**src/rtl/ufc_pkg.sv**
```systemverilog
package ufc_pkg;
  typedef enum logic [1:0] {
    REQ_OFF  = 2'd0,
    REQ_IRQ  = 2'd1,
    REQ_DMA  = 2'd2,
    REQ_RSVD = 2'd3
  } req_mode_e;

  localparam int ERR_OVR = 0;
  localparam int ERR_PAR = 1;
  localparam int ERR_FRM = 2;
  localparam int ERR_BRK = 3;
  localparam int ERR_W   = 4;
endpackage

```
**src/rtl/ufc_fifo.sv**
```systemverilog
module ufc_fifo #(
  parameter int DW    = 8,
  parameter int DEPTH = 16,
  localparam int AW   = $clog2(DEPTH),
  localparam int CW   = $clog2(DEPTH + 1)
) (
  input  logic          clk,
  input  logic          rst,
  input  logic          fifo_en,
  input  logic          push,
  input  logic [DW-1:0] push_data,
  input  logic          pop,
  output logic [DW-1:0] head,
  output logic          empty,
  output logic [CW-1:0] count,
  output logic [CW-1:0] count_nxt
);
  localparam logic [CW-1:0] DEPTH_C = CW'(DEPTH);

  logic [DW-1:0] mem [DEPTH];
  logic [AW-1:0] wptr, rptr;
  logic [CW-1:0] cap;
  logic          do_push, do_pop;

  // holding mode uses slot capacity 1 on the same storage
  assign cap     = fifo_en ? DEPTH_C : CW'(1);
  assign do_push = push && (count < cap);
  assign do_pop  = pop && (count != '0);
  assign empty   = (count == '0);
  assign head    = mem[rptr];

  always_comb begin
    count_nxt = count;
    if (do_push && !do_pop)      count_nxt = count + CW'(1);
    else if (do_pop && !do_push) count_nxt = count - CW'(1);
  end

  // storage without reset so it maps to RAM
  always_ff @(posedge clk) begin
    if (do_push) mem[wptr] <= push_data;
  end

  always_ff @(posedge clk) begin
    if (rst) begin
      wptr  <= '0;
      rptr  <= '0;
      count <= '0;
    end else begin
      if (do_push) wptr <= wptr + AW'(1);
      if (do_pop)  rptr <= rptr + AW'(1);
      count <= count_nxt;
    end
  end
endmodule

```
**src/rtl/ufc_rts.sv**
```systemverilog
module ufc_rts #(
  parameter int DEPTH = 16,
  localparam int CW   = $clog2(DEPTH + 1)
) (
  input  logic          clk,
  input  logic          rst,
  input  logic          afc_en,
  input  logic          fifo_en,
  input  logic          sw_rts,
  input  logic [CW-1:0] cnt_nxt,
  output logic          rts_n
);
  localparam logic [CW-1:0] DEPTH_C = CW'(DEPTH);

  logic [CW-1:0] free_nxt;
  logic          rts_n_nxt;

  assign free_nxt = DEPTH_C - cnt_nxt;

  always_comb begin
    rts_n_nxt = rts_n;
    if (!afc_en) begin
      rts_n_nxt = !sw_rts;
    end else if (!fifo_en) begin
      rts_n_nxt = (cnt_nxt != '0);
    end else if (free_nxt > CW'(2)) begin
      rts_n_nxt = 1'b0;
    end else if (free_nxt == '0) begin
      rts_n_nxt = 1'b1;
    end
  end

  always_ff @(posedge clk) begin
    if (rst) rts_n <= 1'b1;
    else     rts_n <= rts_n_nxt;
  end
endmodule

```
**src/rtl/ufc_req.sv**
```systemverilog
module ufc_req
  import ufc_pkg::*;
(
  input  logic       clk,
  input  logic       rst,
  input  logic [1:0] mode,
  input  logic       cond_nxt,
  output logic       irq,
  output logic       dma
);
  always_ff @(posedge clk) begin
    if (rst) begin
      irq <= 1'b0;
      dma <= 1'b0;
    end else begin
      irq <= cond_nxt && (mode == REQ_IRQ);
      dma <= cond_nxt && (mode == REQ_DMA);
    end
  end
endmodule

```
**src/rtl/uart_fifo_ctrl.sv**
```systemverilog
module uart_fifo_ctrl
  import ufc_pkg::*;
#(
  parameter int DW    = 8,
  parameter int DEPTH = 16,
  localparam int CW   = $clog2(DEPTH + 1)
) (
  input  logic          clk,
  input  logic          rst,
  input  logic          cfg_fifo_en,
  input  logic          cfg_afc_en,
  input  logic          cfg_rts_sw,
  input  logic [1:0]    cfg_rx_mode,
  input  logic [1:0]    cfg_tx_mode,
  input  logic          cfg_err_ie,
  input  logic [CW-1:0] cfg_rx_trig,
  input  logic [CW-1:0] cfg_tx_trig,
  input  logic          tx_wr_en,
  input  logic [DW-1:0] tx_wr_data,
  input  logic          rx_rd_en,
  output logic [DW-1:0] rx_rd_data,
  input  logic          err_rd,
  output logic [3:0]    err_flags,
  input  logic          txs_idle,
  output logic          txs_load,
  output logic [DW-1:0] txs_data,
  input  logic          rxs_valid,
  input  logic [DW-1:0] rxs_data,
  input  logic          rxs_perr,
  input  logic          rxs_ferr,
  input  logic          rxs_brk,
  input  logic          cts_n,
  output logic          rts_n,
  output logic [CW-1:0] tx_count,
  output logic [CW-1:0] rx_count,
  output logic          st_rx_ready,
  output logic          st_tx_empty,
  output logic          st_tx_shift_empty,
  output logic          irq_rx,
  output logic          irq_tx,
  output logic          irq_err,
  output logic          dma_rx,
  output logic          dma_tx
);
  localparam logic [CW-1:0] DEPTH_C = CW'(DEPTH);

  logic [CW-1:0]    tx_cnt_nxt, rx_cnt_nxt, rx_cap;
  logic             tx_empty, rx_empty, rx_drop;
  logic             tx_cond_nxt, rx_cond_nxt;
  logic [ERR_W-1:0] err_new, err_nxt;

  // transmit path
  assign txs_load = txs_idle && !tx_empty && (!cfg_afc_en || !cts_n);

  ufc_fifo #(.DW(DW), .DEPTH(DEPTH)) u_txq (
    .clk       (clk),
    .rst       (rst),
    .fifo_en   (cfg_fifo_en),
    .push      (tx_wr_en),
    .push_data (tx_wr_data),
    .pop       (txs_load),
    .head      (txs_data),
    .empty     (tx_empty),
    .count     (tx_count),
    .count_nxt (tx_cnt_nxt)
  );

  // receive path
  ufc_fifo #(.DW(DW), .DEPTH(DEPTH)) u_rxq (
    .clk       (clk),
    .rst       (rst),
    .fifo_en   (cfg_fifo_en),
    .push      (rxs_valid),
    .push_data (rxs_data),
    .pop       (rx_rd_en),
    .head      (rx_rd_data),
    .empty     (rx_empty),
    .count     (rx_count),
    .count_nxt (rx_cnt_nxt)
  );

  assign rx_cap  = cfg_fifo_en ? DEPTH_C : CW'(1);
  assign rx_drop = rxs_valid && (rx_count >= rx_cap);

  ufc_rts #(.DEPTH(DEPTH)) u_rts (
    .clk     (clk),
    .rst     (rst),
    .afc_en  (cfg_afc_en),
    .fifo_en (cfg_fifo_en),
    .sw_rts  (cfg_rts_sw),
    .cnt_nxt (rx_cnt_nxt),
    .rts_n   (rts_n)
  );

  // request conditions from post-edge occupancy
  assign rx_cond_nxt = cfg_fifo_en ? (rx_cnt_nxt >= cfg_rx_trig) : (rx_cnt_nxt != '0);
  assign tx_cond_nxt = cfg_fifo_en ? (tx_cnt_nxt <= cfg_tx_trig) : (tx_cnt_nxt == '0);

  ufc_req u_rx_req (
    .clk      (clk),
    .rst      (rst),
    .mode     (cfg_rx_mode),
    .cond_nxt (rx_cond_nxt),
    .irq      (irq_rx),
    .dma      (dma_rx)
  );

  ufc_req u_tx_req (
    .clk      (clk),
    .rst      (rst),
    .mode     (cfg_tx_mode),
    .cond_nxt (tx_cond_nxt),
    .irq      (irq_tx),
    .dma      (dma_tx)
  );

  // sticky receive error status
  always_comb begin
    err_new          = '0;
    err_new[ERR_OVR] = rx_drop;
    err_new[ERR_PAR] = rxs_valid && rxs_perr;
    err_new[ERR_FRM] = rxs_valid && rxs_ferr;
    err_new[ERR_BRK] = rxs_valid && rxs_brk;
    err_nxt          = (err_rd ? '0 : err_flags) | err_new;
  end

  always_ff @(posedge clk) begin
    if (rst) begin
      err_flags <= '0;
      irq_err   <= 1'b0;
    end else begin
      err_flags <= err_nxt;
      irq_err   <= cfg_err_ie && (err_nxt != '0);
    end
  end

  assign st_rx_ready       = !rx_empty;
  assign st_tx_empty       = tx_empty;
  assign st_tx_shift_empty = tx_empty && txs_idle;
endmodule

```
**config.mk**
```make
export PLATFORM = sky130hd
export DESIGN_NAME = uart_fifo_ctrl
export DESIGN_NICKNAME = d
export VERILOG_FILES = /design/src/rtl/ufc_pkg.sv /design/src/rtl/ufc_fifo.sv /design/src/rtl/ufc_rts.sv /design/src/rtl/ufc_req.sv /design/src/rtl/uart_fifo_ctrl.sv
export SDC_FILE = /design/constraint.sdc
export NUM_CORES = 1
export LEC_CHECK = 0
export BUFFER_PORTS_ARGS = -buffer_cell sky130_fd_sc_hd__buf_2
export CAP_MARGIN = 20
export CORE_MARGIN = 3
export CORE_UTILIZATION = 45
export DETAILED_ROUTE_END_ITERATION = 8
export PLACE_DENSITY = 0.71
export SETUP_SLACK_MARGIN = 0.4
export SLEW_MARGIN = 20
export SYNTH_ARGS = -nofsm -noshare
export SYNTH_HDL_FRONTEND = slang
export SYNTH_SLANG_ARGS = --single-unit
```
**constraint.sdc**
```tcl
create_clock -name clk -period 3.3 [get_ports clk]
set_clock_uncertainty 0.05 [all_clocks]
set_input_delay 0.495 -clock clk [delete_from_list [all_inputs] [get_ports clk]]
set_output_delay 0.495 -clock clk [all_outputs]
set_load 0.005 [all_outputs]
```
-- After elaboration in Yosys (flattened, before gate mapping)
Memory sizes are Yosys's and may differ from the RTL's. A register that Yosys moved wholly into a read port is not among the register bits.
Index checks and enable logic that the tools add are counted.
W data, S select, Z words.
- order comparisons: 6
- add/sub/neg operators: 9
- equal/unequal tests: 5
- bitwise logic cells: 1
- muxes and demuxes: 20
- reductions and logical operators: 38
- operator list (cell ; number):
    $mux W5 ; 5
    $logic_and A1 B1 Y1 ; 20
    $logic_not A5 Y1 ; 4
    $mux W4 ; 5
    $add A4 B1 Y4 const B ; 4
    $reduce_bool A5 Y1 ; 3
    $add A5 B1 Y5 const B ; 2
    $ge A5 B5 Y1 ; 2
    $lt A5 B5 Y1 ; 2
    $mux W1 ; 10
    $sub A5 B1 Y5 const B ; 2
    $logic_not A1 Y1 ; 9
    $gt A5 B2 Y1 const B ; 1
    $le A5 B5 Y1 ; 1
    $sub A5 B5 Y5 const A ; 1
    $eq A2 B1 Y1 const B ; 2
    $eq A2 B2 Y1 const B ; 2
    $ne A4 B2 Y1 const B ; 1
    $or A4 B4 Y4 ; 1
    $reduce_bool A4 Y1 ; 1
    $logic_or A1 B1 Y1 ; 1
- input port bits: 45
- flip-flop bits (word level): 36
- memories: 2
- RAM bits: 256
- memories (name ; words ; bits a word ; rd ports ; clocked after Yosys merged registers in ; wr ports ; line ; source):
    u_rxq.mem ; 16 ; 8 ; 1 ; 1 ; 1 ; ufc_fifo.sv:20 ; logic [DW-1:0] mem [DEPTH];
    u_txq.mem ; 16 ; 8 ; 1 ; 1 ; 1 ; ufc_fifo.sv:20 ;

-- Longest topological paths before layout
Gate-level depths: netlist of the first run.
- depth in word-level cells: 13
- gate-level depth with buffers: 17
- mapped depth without buffers: 15

-- By module
From an unflattened synthesis of the first run, not the netlist that was laid out.
- cells, all modules: 710
- area total of the unflattened synthesis: 12575.8 µm²
- modules (own cells, without submodules) (module ; cells each ; times used ; area each (µm²)):
    ufc_fifo at u_rxq ; 306 ; 1 ; 5904.4
    ufc_fifo at u_txq ; 306 ; 1 ; 5854.4
    uart_fifo_ctrl ; 70 ; 1 ; 530.5
    ufc_rts ; 20 ; 1 ; 156.4
    ufc_req ; 4 ; 2 ; 65.1

-- Worst setup path after synthesis of the first run
No wires, ideal clock.
- kind: input to register
- start point: input cfg_fifo_en
- end point: register u_tx_req.dma
- arrival time: 3.361 ns
- setup slack: -0.237 ns
- required time: 3.124 ns
- stages on the path: 15
- cells stage by stage: clkbuf_1 inv_1 ha_1 a2bb2oi_1 clkbuf_1 nand2_1 o211ai_1 o31ai_1 ha_1 nor2b_1 o21ai_0 a211oi_1 nor3_1 a211oi_1 a21oi_1
- longest elaborated chain between the ends: 10
- elaborated cells on any way between the ends: 12
- classes of those cells: order compare (2); mux (4); reduce/logical (6)
- RTL lines (element ; line ; source):
    start: declaration ; uart_fifo_ctrl.sv:10 ; input logic cfg_fifo_en,
    $mux W5 * ; ufc_fifo.sv:26 ; assign cap = fifo_en ? DEPTH_C : CW'(1);
    $lt A5 B5 Y1 * ; ufc_fifo.sv:27 ; assign do_push = push && (count < cap);
    $logic_and A1 B1 Y1 * ; ufc_fifo.sv:27 ;
    $logic_not A1 Y1 ; ufc_fifo.sv:35 ; else if (do_pop && !do_push) count_nxt = count - CW'(1);
    $logic_and A1 B1 Y1 ; ufc_fifo.sv:35 ;
    $mux W5 ; ufc_fifo.sv:35 ;
    $mux W5 * ; ufc_fifo.sv:34 ; if (do_push && !do_pop) count_nxt = count + CW'(1);
    net tx_cnt_nxt[1] ; uart_fifo_ctrl.sv:47 ; logic [CW-1:0] tx_cnt_nxt, rx_cnt_nxt, rx_cap;
    $le A5 B5 Y1 or $logic_not A5 Y1 (tied branches) ; uart_fifo_ctrl.sv:97 ; assign tx_cond_nxt = cfg_fifo_en ? (tx_cnt_nxt <= cfg_tx_trig) : (tx_cnt_nxt == '0);
    $mux W1 * ; uart_fifo_ctrl.sv:97 ;
    $logic_and A1 B1 Y1 * ; ufc_req.sv:17 ; dma <= cond_nxt && (mode == REQ_DMA);
    end signal: assignment ; ufc_req.sv:17 ;
    end: declaration ; ufc_req.sv:9 ; output logic dma
Mark *: on every way through the listed nets, which the timed path passes. The rest lies on a longest branch.
A chain may end at the register's enable or synchronous reset.

-- Worst setup path after layout of the first run
- start point: register u_rxq.count[0]
- end point: register u_rts.rts_n
- longest elaborated chain between the ends: 11
- elaborated cells on any way between the ends: 20
- classes of those cells: add/sub (3); order compare (2); eq/ne (1); mux (5); reduce/logical (9)
- RTL lines (element ; line ; source):
    start: declaration ; ufc_fifo.sv:15 ; output logic [CW-1:0] count,
    start signal: assignment ; ufc_fifo.sv:51 ; count <= count_nxt;
    $lt A5 B5 Y1 ; ufc_fifo.sv:27 ;
    $logic_and A1 B1 Y1 ; ufc_fifo.sv:27 ;
    $logic_not A1 Y1 ; ufc_fifo.sv:35 ;
    $logic_and A1 B1 Y1 ; ufc_fifo.sv:35 ;
    $mux W5 ; ufc_fifo.sv:35 ;
    $mux W5 * ; ufc_fifo.sv:34 ;
    net rx_cnt_nxt[3] ; uart_fifo_ctrl.sv:47 ;
    $sub A5 B5 Y5 ; ufc_rts.sv:18 ; assign free_nxt = DEPTH_C - cnt_nxt;
    $gt A5 B2 Y1 ; ufc_rts.sv:26 ; end else if (free_nxt > CW'(2)) begin
    $mux W1 ; ufc_rts.sv:26 ;
    $mux W1 ; ufc_rts.sv:24 ; end else if (!fifo_en) begin
    $mux W1 ; ufc_rts.sv:22 ; if (!afc_en) begin
    end signal: assignment ; ufc_rts.sv:35 ; else rts_n <= rts_n_nxt;
    end: declaration ; ufc_rts.sv:11 ; output logic rts_n
Marks and branches as above.

==> results of run 1 <==
## state kept, by name, summed over array words and instances, names as in the netlist, 4 cells and up, named ones only
signal,flops
err_flags,4
u_txq.count,5
u_txq.mem,128
u_txq.rptr,4
u_rxq.count,5
u_rxq.mem,128
u_rxq.wptr,4
u_txq.wptr,4
u_rxq.rptr,4
## power breakdown
part           switching (mW)  internal (mW)  total [mW]
combinational            1.54           1.80        3.34
clock                    1.39           2.09        3.48
sequential              0.152           4.33        4.49
total                    3.08           8.23        11.3
## area by class of cell
type	instances	area (µm²)	area share
Tap cell	341	427	0.0282
Clock inverter	9	120	0.00794
Clock buffer	47	926	0.0612
Multi-Input combinational cell	332	3790	0.251
Inverter	28	115	0.00761
Timing Repair Buffer	155	1170	0.0775
Sequential cell	300	8580	0.567
## cells in the mapped netlist, types with 10 or more instances
master                     number
sky130_fd_sc_hd__edfxtp_1     256
sky130_fd_sc_hd__mux4_2        80
sky130_fd_sc_hd__nor2_1        51
sky130_fd_sc_hd__dfxtp_1       44
sky130_fd_sc_hd__inv_1         28
sky130_fd_sc_hd__ha_1          27
sky130_fd_sc_hd__nand2_1       22
sky130_fd_sc_hd__clkbuf_1      19
sky130_fd_sc_hd__a21oi_1       12
sky130_fd_sc_hd__xnor2_1       12
sky130_fd_sc_hd__buf_1         10
## what timing repair did
| action | 4_1_cts | 5_1_grt |
|---|---|---|
| gates cloned | 4 | 3 |
| pin swaps | 7 | 14 |
| gates resized for setup | 28 | 27 |
| buffers inserted | 6 | 6 |
| setup endpoints to repair | 21 | 20 |
## worst register-to-register path, stage by stage (launching register included)
cell and delay, ns:
sky130_fd_sc_hd__dfxtp_2 0.32, sky130_fd_sc_hd__inv_2 0.08, sky130_fd_sc_hd__buf_4 0.16, sky130_fd_sc_hd__ha_1 0.14, sky130_fd_sc_hd__or4b_4 0.51, sky130_fd_sc_hd__a221oi_4 0.28
sky130_fd_sc_hd__o2bb2ai_2 0.14, sky130_fd_sc_hd__xor2_1 0.11, sky130_fd_sc_hd__a211oi_2 0.29, sky130_fd_sc_hd__ha_2 0.23, sky130_fd_sc_hd__o21ai_0 0.08, sky130_fd_sc_hd__or2_2 0.28
sky130_fd_sc_hd__o32a_1 0.28
## logic make-up (layout without fill, tap and decap cells)
group / after synthesis / count (layout) / synth area share
DFF: 300 / 300 / 0.692
and+or+nand+nor: 144 / 144 / 0.0607
muxes: 84 / 84 / 0.150
buffers and inverters: 64 / 239 / 0.0218
AOI/OAI and AO/OA: 53 / 53 / 0.0307
adders and majority gates: 30 / 30 / 0.0298
xor gates and xnor gates: 21 / 21 / 0.0149
## final timing paths
kind,startpoint,endpoint,slack [ns]
worst max register to register,u_rxq.count[0],u_rts.rts_n,0.26
worst min-delay path,cfg_tx_mode[1],u_tx_req.dma,0.12
worst max-delay path,u_rxq.count[0],u_rts.rts_n,0.26
worst min register to register,u_rxq.rptr[1],u_rxq.rptr[1],0.45
## per-layer routing
metal,vias up,global-route usage
met5,-,0
met4,0,0.0441
met3,37,0.0248
met2,164,0.283
met1,3386,0.235
li1,3055,-
## layout by cell type (no fill, tap or decap), drive strengths merged, types with 10 or more instances in the layout
cell and count:
dfxtp 44, inv 29, nor2 51, a21oi 13
ha 27, clkbuf 50, and2 10, nand2 22
buf 152, mux4 80, xnor2 12, edfxtp 256
==> Flow_metrics.wiki, run 1 <==
{| class="wikitable"
! Metric !! Value
|-
| Width of the die || 172 µm
|-
| Shortest clock period the worst path allows after layout || 3.04 ns
|-
| Hold Path Stages || 3
|-
| Pin count of the biggest net entering global routing || 40
|-
| Final Max Slew Viols || 0
|-
| Number of warnings reported in the yosys synthesis log || 0
|-
| Critical path type || reg2reg
|-
| Avg Inst Size Synth || about 18 µm²
|-
| Total global routing track utilization || 0.169
|-
| Top cells by area in the synthesized netlist || sky130_fd_sc_hd__edfxtp_1 (62%), sky130_fd_sc_hd__mux4_2 (15%), sky130_fd_sc_hd__dfxtp_1 (7.1%)
|-
| Actual transition at the worst max-transition pin || 0.753 ns
|-
| Final Util || 0.560
|-
| Bufs on Longest Clock Path || 3
|-
| DR iter-0 viols || 538
|-
| Number of vias after detailed routing || 6,642
|-
| Post-DP Area || 13,600 µm²
|-
| Number of antenna violations at the first check in global routing || 0
|-
| Summed area of non-filler cells in the final layout || 15,100 µm²
|-
| Post-synth ARST share || 0
|-
| CP startpoint kind || flip-flop
|-
| HPWL after DPL || 15.6 mm
|-
| Fin worst setup slack || 0.256 ns
|-
| Final net count || 919
|-
| Sum of met2 wire segment lengths after detailed routing || 12.6 mm
|-
| Count of clock tree sinks || 300
|-
| Synthesized Nets || 768
|-
| Antenna cells || 0
|-
| Initial core utilization || 0.458
|-
| H-Tree Level Count || 1
|-
| Routed met1 length || 10.5 mm
|-
| Total power per unit cell area || 747 nW/µm²
|-
| Status || finished clean
|-
| CTS Hold Bufs || 0
|-
| Cell type with the highest aggregate area in the netlist || sky130_fd_sc_hd__edfxtp_1
|-
| Number of cells on the critical path || 12
|-
| Ordered list of cells on the worst path || inv_2 > buf_4 > ha_1 > or4b_4 > a221oi_4 > o2bb2ai_2 > xor2_1 > a211oi_2 > ha_2 > o21ai_0 > or2_2 > o32a_1
|-
| Type of the most critical hold path || in2reg
|-
| Number of placed instances, taps included || 1,137
|-
| Number of standard cells in the layout, taps in and fillers out || between 1,000 and 1,500
|-
| DRC violation count after routing || 0
|-
| Leakage power total || 5.20 nW
|-
| Number of endpoints with negative hold slack in the final report || 0
|-
| Worst slack at placement || -0.106 ns
|-
| Max transition margin || 0.498
|-
| Synth Register Bits || 300
|-
| Maximum ir drop on the vdd rail || 0.000417 V
|-
| Final weighted congestion of routability-driven global placement || 0.850
|-
| Count of antenna-violating nets left after detailed routing || 0
|-
| Inserted Clock Buffers || 30
|-
| Number of rows created at floorplan || 60
|-
| Final routed wirelength across all metal layers || 24.8 mm
|-
| CP required || 3.69 ns
|-
| Final setup violation count || 0
|-
| Type of destination of the critical path || flip-flop
|-
| Total buffers and inverters traversed by the critical path || 2
|-
| Core region area || 27,000 µm²
|-
| Cell area after synthesis || about 12,000 µm²
|-
| Yosys top cell area share || 0.621
|-
| Total power of the final layout || approximately 11 mW
|-
| Die area || approximately 30,000 µm²
|-
| Filler instances || 2,051
|-
| Slowest CP cell || sky130_fd_sc_hd__or4b_4
|-
| Maximum clock frequency || roughly 0.33 GHz
|-
| Via count of the first global-routing pass || 6,968
|-
| Routed wire length on met3 || 1.16 mm
|-
| Boundary pin count || 85
|-
| Vert. Die Dim || 172 µm
|-
| Tcrit/Tclk final || 0.922
|-
| Average routed wire per standard cell || 20.5 µm
|-
| Most used flip-flop cell after synthesis || sky130_fd_sc_hd__edfxtp_1
|-
| EDFF count, synth || approximately 260
|-
| Post-route worst hold slack || 0.121 ns
|-
| Worst path arrival time || 3.44 ns
|-
| Total of max-cap violations || 0
|-
| Cell at the root of the clock tree || sky130_fd_sc_hd__clkbuf_16
|-
| Synth-to-layout area growth || 22.3%
|-
| Mean number of vias per cell || 5.48
|-
| Count of buffers inserted at the top-level ports || 84
|-
| Logic depth of the worst register-to-register path || 12
|-
| Kind of cell adding the most delay to the critical path || compound AO/OA/AOI/OAI gates
|-
| Number of different library cells in the post-synthesis netlist || 61
|-
| Synthesized instance count || 696
|-
| Worst path max stage delay || about 0.51 ns
|-
| 1st-pass router iterations || 4
|-
| Insertion delay of the later-clocked pin in the worst-skew pair || 0.56 ns
|-
| RSZ-0062 raised after global routing || true
|-
| Overall overflow remaining after global route || 0
|-
| First-pass GRT wire length || 38.6 mm
|-
| Total negative slack || 0 ns
|-
| Clock slew at the register clock pins of the worst setup and hold paths || around 0.06 ns
|-
| Register area share after synthesis || 0.692
|-
| Top layer in use || met4
|-
| Share of layout cells above drive strength 1 || 0.396
|-
| Maximum fanout along the worst path || 5
|-
| Clock tree from TritonCTS || done
|}
No activity file was read; power rests on OpenSTA's default activity.
==> run 2, diff against run 1 <==
Settings changed: PLACE_DENSITY 0.71 to 0.68.
Clock period 3.3 ns to 3.4 ns, I/O delays scaled along.
==> run 2 against run 1 <==
Compared with the run above: clock power decreased by 12%; die area unchanged; core utilization decreased by 1.8 points; setup slack improved by 0.14 ns; sequential share of layout area increased by 1.9 points; critical path type unchanged; critical endpoint is now u_rx_req.dma; largest cell class unchanged; highest routed layer unchanged.
==> Flow_metrics.wiki, run 2 (synthesized netlist as in run 1, its figures left out) <==
{| class="wikitable"
! Metric !! Value
|-
| Largest registers in the final layout || u_rxq.mem (128), u_txq.mem (128)
|-
| Final Max Slew Viols || 0
|-
| Cell at the root of the clock tree || sky130_fd_sc_hd__clkbuf_16
|-
| HPWL after DPL || 15.8 mm
|-
| Number of rows created at floorplan || 60
|-
| Met3 track demand over resource || 0.0278
|-
| Maximum fanout along the worst path || 7
|-
| Type of destination of the critical path || flip-flop
|-
| Count of buffers inserted at the top-level ports || 84
|-
| Tcrit/Tclk final || 0.884
|-
| Layer with the highest usage after global routing || met2
|-
| Status || finished clean
|-
| Worst path arrival time || 3.43 ns
|-
| Bufs on Longest Clock Path || 3
|-
| CTS Hold Bufs || 0
|-
| GR Util met1 || 0.235
|-
| Leakage power total || 5.01 nW
|-
| Post-DP Area || around 14,000 µm²
|-
| Critical path type || reg2reg
|-
| Actual transition at the worst max-transition pin || around 0.75 ns
|-
| Type of the most critical hold path || in2reg
|-
| Routing usage on met2 || 0.269
|-
| Final weighted congestion of routability-driven global placement || 0.802
|-
| Mean number of vias per cell || about 5.4
|-
| Via count of the first global-routing pass || approximately 6,800
|-
| Vert. Die Dim || between 150 and 200 µm
|-
| Synth-to-layout area growth || 18.3%
|-
| Max transition margin || 0.503
|-
| Pin count of the biggest net entering global routing || 40
|-
| Clock tree from TritonCTS || done
|-
| Total power of the final layout || 10.3 mW
|-
| Clock slew at the register clock pins of the worst setup and hold paths || 0.06 ns
|-
| Summed area of non-filler cells in the final layout || 14,600 µm²
|-
| Total of max-cap violations || 0
|-
| CP required || 3.83 ns
|-
| Final setup violation count || 0
|-
| Filler instances || 2,128
|-
| Number of endpoints with negative hold slack in the final report || 0
|-
| Width of the die || 172 µm
|-
| Inserted Clock Buffers || 30
|-
| Antenna cells || 0
|-
| Final net count || 908
|-
| Boundary pin count || 85
|-
| First-pass GRT wire length || ~38 mm
|-
| Count of antenna-violating nets left after detailed routing || 0
|-
| Most used cells in the layout excluding fill and tap cells || sky130_fd_sc_hd__edfxtp_1 (256), sky130_fd_sc_hd__buf_2 (84), sky130_fd_sc_hd__mux4_2 (80)
|-
| Number of standard cells in the layout, taps in and fillers out || 1,199
|-
| Number of antenna violations at the first check in global routing || 0
|-
| Reg2reg setup slack || 0.40 ns
|-
| Maximum ir drop on the vdd rail || 0.000454 V
|-
| RSZ-0062 raised after global routing || true
|-
| DR iter-0 viols || 543
|-
| Shortest clock period the worst path allows after layout || between 3 and 4 ns
|-
| Count of clock tree sinks || 300
|-
| Total global routing track utilization || 0.163
|-
| Total power per unit cell area || roughly 700 nW/µm²
|-
| Overall overflow remaining after global route || 0
|-
| Final routed wirelength across all metal layers || 23.9 mm
|-
| Most common cell after layout, fill and taps aside || sky130_fd_sc_hd__edfxtp_1
|-
| Number of vias after detailed routing || 6,533
|-
| Die area || 29,500 µm²
|-
| Maximum clock frequency || approximately 0.33 GHz
|-
| Average routed wire per standard cell || 20.0 µm
|-
| DRC violation count after routing || 0
|-
| Core region area || 27,000 µm²
|-
| Number of placed instances, taps included || between 1,000 and 1,500
|-
| Final Util || 0.542
|-
| 1st-pass router iterations || 5
|-
| Share of layout cells above drive strength 1 || 0.355
|-
| CP startpoint kind || flip-flop
|-
| Insertion delay of the later-clocked pin in the worst-skew pair || between 0.5 and 0.6 ns
|-
| Initial core utilization || 0.458
|-
| H-Tree Level Count || 1
|}
-- run 2: worst max-delay path, cell delays in order (launching register included) --
cell	delay, ns
sky130_fd_sc_hd__dfxtp_2	0.33
sky130_fd_sc_hd__inv_2	0.08
sky130_fd_sc_hd__buf_4	0.15
sky130_fd_sc_hd__ha_1	0.14
sky130_fd_sc_hd__or4b_4	0.51
sky130_fd_sc_hd__and2_4	0.23
sky130_fd_sc_hd__maj3_2	0.34
sky130_fd_sc_hd__mux2i_4	0.17
sky130_fd_sc_hd__a211oi_2	0.06
sky130_fd_sc_hd__ha_1	0.20
sky130_fd_sc_hd__nor2b_2	0.16
sky130_fd_sc_hd__a311oi_2	0.28
sky130_fd_sc_hd__nand3b_1	0.13
sky130_fd_sc_hd__a21oi_2	0.12
-- run 2: layout make-up --
class / instances / area [µm²] / share of cell area
flip-flops and latches: 300 / 8570 / 0.586
multi-input cells: 332 / 3680 / 0.251
repair buffers: 144 / 933 / 0.0637
clock buffers: 35 / 791 / 0.0540
well taps: 341 / 427 / 0.0291
clock inverters: 19 / 123 / 0.00837
inverters: 28 / 115 / 0.00786
-- run 2: per-stage QoR --
| stage | worst slack, ns | TNS, ns | hold slack [ns] |
|---|---|---|---|
| after floorplan | 0.126 | 0 | 0.418 |
| after global placement | 0.0236 | 0 | 0.442 |
| after detailed placement | -0.00486 | -0.00486 | 0.451 |
| after CTS | 0.378 | 0 | 0.138 |
| after global routing | 0.230 | 0 | 0.145 |
| final | 0.395 | 0 | 0.162 |
-- run 2: per-layer routing --
metal / share of wire / vias to the layer above
met4: 0.011 / 0
met3: 0.053 / 21
li1: - / 3024
met1: 0.45 / 3315
met2: 0.48 / 173
met5: 0 / -
-- run 2: path summary, 6_finish.rpt --
path,from,end,cells past startpoint
hold / removal,cfg_tx_mode[0],u_tx_req.irq,3
setup / recovery,u_rxq.count[0],u_rx_req.dma,13
hold reg to reg,u_txq.wptr[1],u_txq.wptr[1],2
setup reg to reg,u_rxq.count[0],u_rx_req.dma,13
-- run 2: what timing repair did --
item,CTS,global route
endpoints found under the setup margin,13,10
resized for setup,13,13
pin swaps,9,5
gates cloned,0,1
buffers inserted,6,1
-- run 2: report_power, final --
part	internal, mW	total, mW	leakage [nW]	switching, mW
sequential	4.20	4.35	2.67	0.151
combinational	1.47	2.85	1.89	1.38
clock	1.73	3.05	0.446	1.32
total	7.41	10.3	5.01	2.85
==> run 3, diff against run 2 <==
Settings changed: CTS_CLUSTER_SIZE from default to 24.
Clock period 3.4 ns to 3.2 ns, I/O delays scaled along.
==> run 3 against run 2 <==
Compared with the run above: via count increased by 4.5%; sequential power up 6.2%; total power is 12% higher; die area unchanged; global-route usage grew 1.3 points; core utilization grew 2.2 points.
==> Flow_metrics.wiki, run 3 (synthesized netlist as in run 1, its figures left out) <==
{| class="wikitable"
! Metric !! Value
|-
| Type of destination of the critical path || flip-flop
|-
| Reg2reg setup slack || 0.19 ns
|-
| Share of layout cells above drive strength 1 || 0.412
|-
| Mean number of vias per cell || between 5 and 6
|-
| Final routed wirelength across all metal layers || 26.0 mm
|-
| Insertion delay of the later-clocked pin in the worst-skew pair || 0.55 ns
|-
| Most common cell after layout, fill and taps aside || sky130_fd_sc_hd__edfxtp_1
|-
| Total power per unit cell area || ~760 nW/µm²
|-
| Inserted Clock Buffers || 30
|-
| HPWL after DPL || roughly 16 mm
|-
| Clock tree from TritonCTS || done
|-
| Largest registers in the final layout || u_rxq.mem (128), u_txq.mem (128)
|-
| Cell at the root of the clock tree || sky130_fd_sc_hd__clkbuf_16
|-
| Count of buffers inserted at the top-level ports || 84
|-
| Routing usage on met2 || 0.279
|-
| Met3 track demand over resource || 0.0370
|-
| Core region area || around 27,000 µm²
|-
| Worst path arrival time || 3.40 ns
|-
| H-Tree Level Count || 1
|-
| Boundary pin count || 85
|-
| Maximum ir drop on the vdd rail || between 0.0005 and 0.0006 V
|-
| Critical path type || reg2reg
|-
| Die area || 29,500 µm²
|-
| Final Max Slew Viols || 0
|-
| Overall overflow remaining after global route || 0
|-
| Actual transition at the worst max-transition pin || 0.702 ns
|-
| CP startpoint kind || flip-flop
|-
| Number of rows created at floorplan || 60
|-
| Synth-to-layout area growth || 23.1%
|-
| Count of antenna-violating nets left after detailed routing || 0
|-
| Maximum clock frequency || 0.332 GHz
|-
| Via count of the first global-routing pass || a little under 7,000
|-
| Total global routing track utilization || 0.176
|-
| Number of vias after detailed routing || 6,828
|-
| Worst reg2reg endpoint || u_rts.rts_n
|-
| Final setup violation count || 0
|-
| CTS Hold Bufs || 0
|-
| CP required || 3.59 ns
|-
| Summed area of non-filler cells in the final layout || between 15,000 and 20,000 µm²
|-
| Width of the die || 172 µm
|-
| Post-DP Area || 13,700 µm²
|-
| 1st-pass router iterations || 5
|-
| DR iter-0 viols || 521
|-
| Final weighted congestion of routability-driven global placement || 0.778
|-
| Maximum fanout along the worst path || 5
|-
| Count of clock tree sinks || 300
|-
| Layer with the highest usage after global routing || met2
|-
| Tcrit/Tclk final || 0.941
|-
| Worst flop-to-flop path startpoint || u_rxq.count[0]
|-
| Worst slack at placement || -0.171 ns
|-
| Final Util || 0.564
|-
| Worst setup path end || u_rts.rts_n
|-
| DRC violation count after routing || 0
|-
| Vert. Die Dim || 172 µm
|-
| Total power of the final layout || 11.5 mW
|-
| Antenna cells || 0
|-
| Final net count || approximately 940
|-
| RSZ-0062 raised after global routing || true
|-
| Post-route worst hold slack || around 0.13 ns
|-
| GR Util met1 || 0.258
|-
| Shortest clock period the worst path allows after layout || ~3.0 ns
|-
| Average routed wire per standard cell || 21.0 µm
|-
| Launch point of the worst path || u_rxq.count[0]
|-
| Number of antenna violations at the first check in global routing || 0
|-
| Clock slew at the register clock pins of the worst setup and hold paths || 0.07 ns
|-
| Initial core utilization || 0.458
|-
| Fin worst setup slack || 0.189 ns
|-
| Type of the most critical hold path || in2reg
|-
| Leakage power total || 5.29 nW
|-
| Total of max-cap violations || 0
|-
| Pin count of the biggest net entering global routing || 33
|-
| Bufs on Longest Clock Path || 3
|-
| Number of endpoints with negative hold slack in the final report || 0
|-
| Most used cells in the layout excluding fill and tap cells || sky130_fd_sc_hd__edfxtp_1 (256), sky130_fd_sc_hd__buf_2 (84), sky130_fd_sc_hd__mux4_2 (80)
|-
| First-pass GRT wire length || 39.6 mm
|-
| Logic depth of the worst register-to-register path || 12
|-
| Status || finished clean
|-
| Max transition margin || 0.531
|}
[run 3: changes by cell type in the layout (fill, tap and decap cells not counted), moves of 3 or more]
cell,previous run,this run
sky130_fd_sc_hd__buf_16,0,6
sky130_fd_sc_hd__buf_4,54,79
sky130_fd_sc_hd__buf_6,2,6
sky130_fd_sc_hd__clkinv_1,8,5
sky130_fd_sc_hd__clkinvlp_4,2,5
sky130_fd_sc_hd__nor3_1,8,2
sky130_fd_sc_hd__nor3_2,0,6
[run 3: where the power goes]
group	total, mW	leakage [nW]	internal [mW]	switching (mW)
logic	3.55	2.17	1.92	1.63
clock network	3.35	0.452	1.93	1.42
registers	4.62	2.67	4.47	0.153
total	11.5	5.29	8.32	3.20
[run 3: worst min path at each step]
stage	start	end	slack, ns	cells past startpoint
after floorplan	u_rxq.rptr[1]	flip-flop	0.42	2
after detailed placement	u_rxq.rptr[1]	flip-flop	0.45	2
final	cfg_tx_mode[0]	u_tx_req.irq	0.13	3
after CTS	cfg_tx_mode[0]	u_tx_req.irq	0.11	3
after global routing	cfg_rx_mode[0]	u_rx_req.irq	0.12	3
after global placement	u_rxq.rptr[1]	u_rxq.rptr[1]	0.44	2
[run 3: layer usage]
| layer | vias up | part of all wire |
|---|---|---|
| li1 | 3113 | - |
| met1 | 3468 | 0.44 |
| met2 | 219 | 0.48 |
| met3 | 28 | 0.069 |
| met4 | 0 | 0.012 |
| met5 | - | 0 |
[run 3: layout make-up]
cell class / instances / area, µm²
Clock buffer: 35 / 791
Clock inverter: 19 / 163
Fill cell: 2098 / 11800
Inverter: 28 / 115
Multi-Input combinational cell: 332 / 3830
Sequential cell: 300 / 8580
Tap cell: 341 / 427
Timing Repair Buffer: 179 / 1330
[run 3: per-stage QoR]
stage	cells	TNS, ns
after global routing	1234	0
after detailed placement	1154	-0.464
after floorplan	696	-0.0873
after global placement	1154	-0.282
after CTS	1220	0
final	1234	0
[run 3: what timing repair did]
item	CTS	global route
pin swaps	5	21
endpoints found under the hold margin	0	0
endpoints found under the setup margin	21	21
cloned	6	0
resized for setup	17	35
buffers inserted	6	14
[run 3: critical path, cell delays in order (launching register included)]
cell and delay (ns):
sky130_fd_sc_hd__dfxtp_2 0.32, sky130_fd_sc_hd__inv_2 0.08, sky130_fd_sc_hd__buf_6 0.13, sky130_fd_sc_hd__ha_1 0.17, sky130_fd_sc_hd__or4b_4 0.51, sky130_fd_sc_hd__a221oi_4 0.28
sky130_fd_sc_hd__o2bb2ai_1 0.18, sky130_fd_sc_hd__xor2_1 0.12, sky130_fd_sc_hd__a211oi_2 0.20, sky130_fd_sc_hd__ha_2 0.21, sky130_fd_sc_hd__o21ai_0 0.06, sky130_fd_sc_hd__or2_2 0.28
sky130_fd_sc_hd__o32a_1 0.29
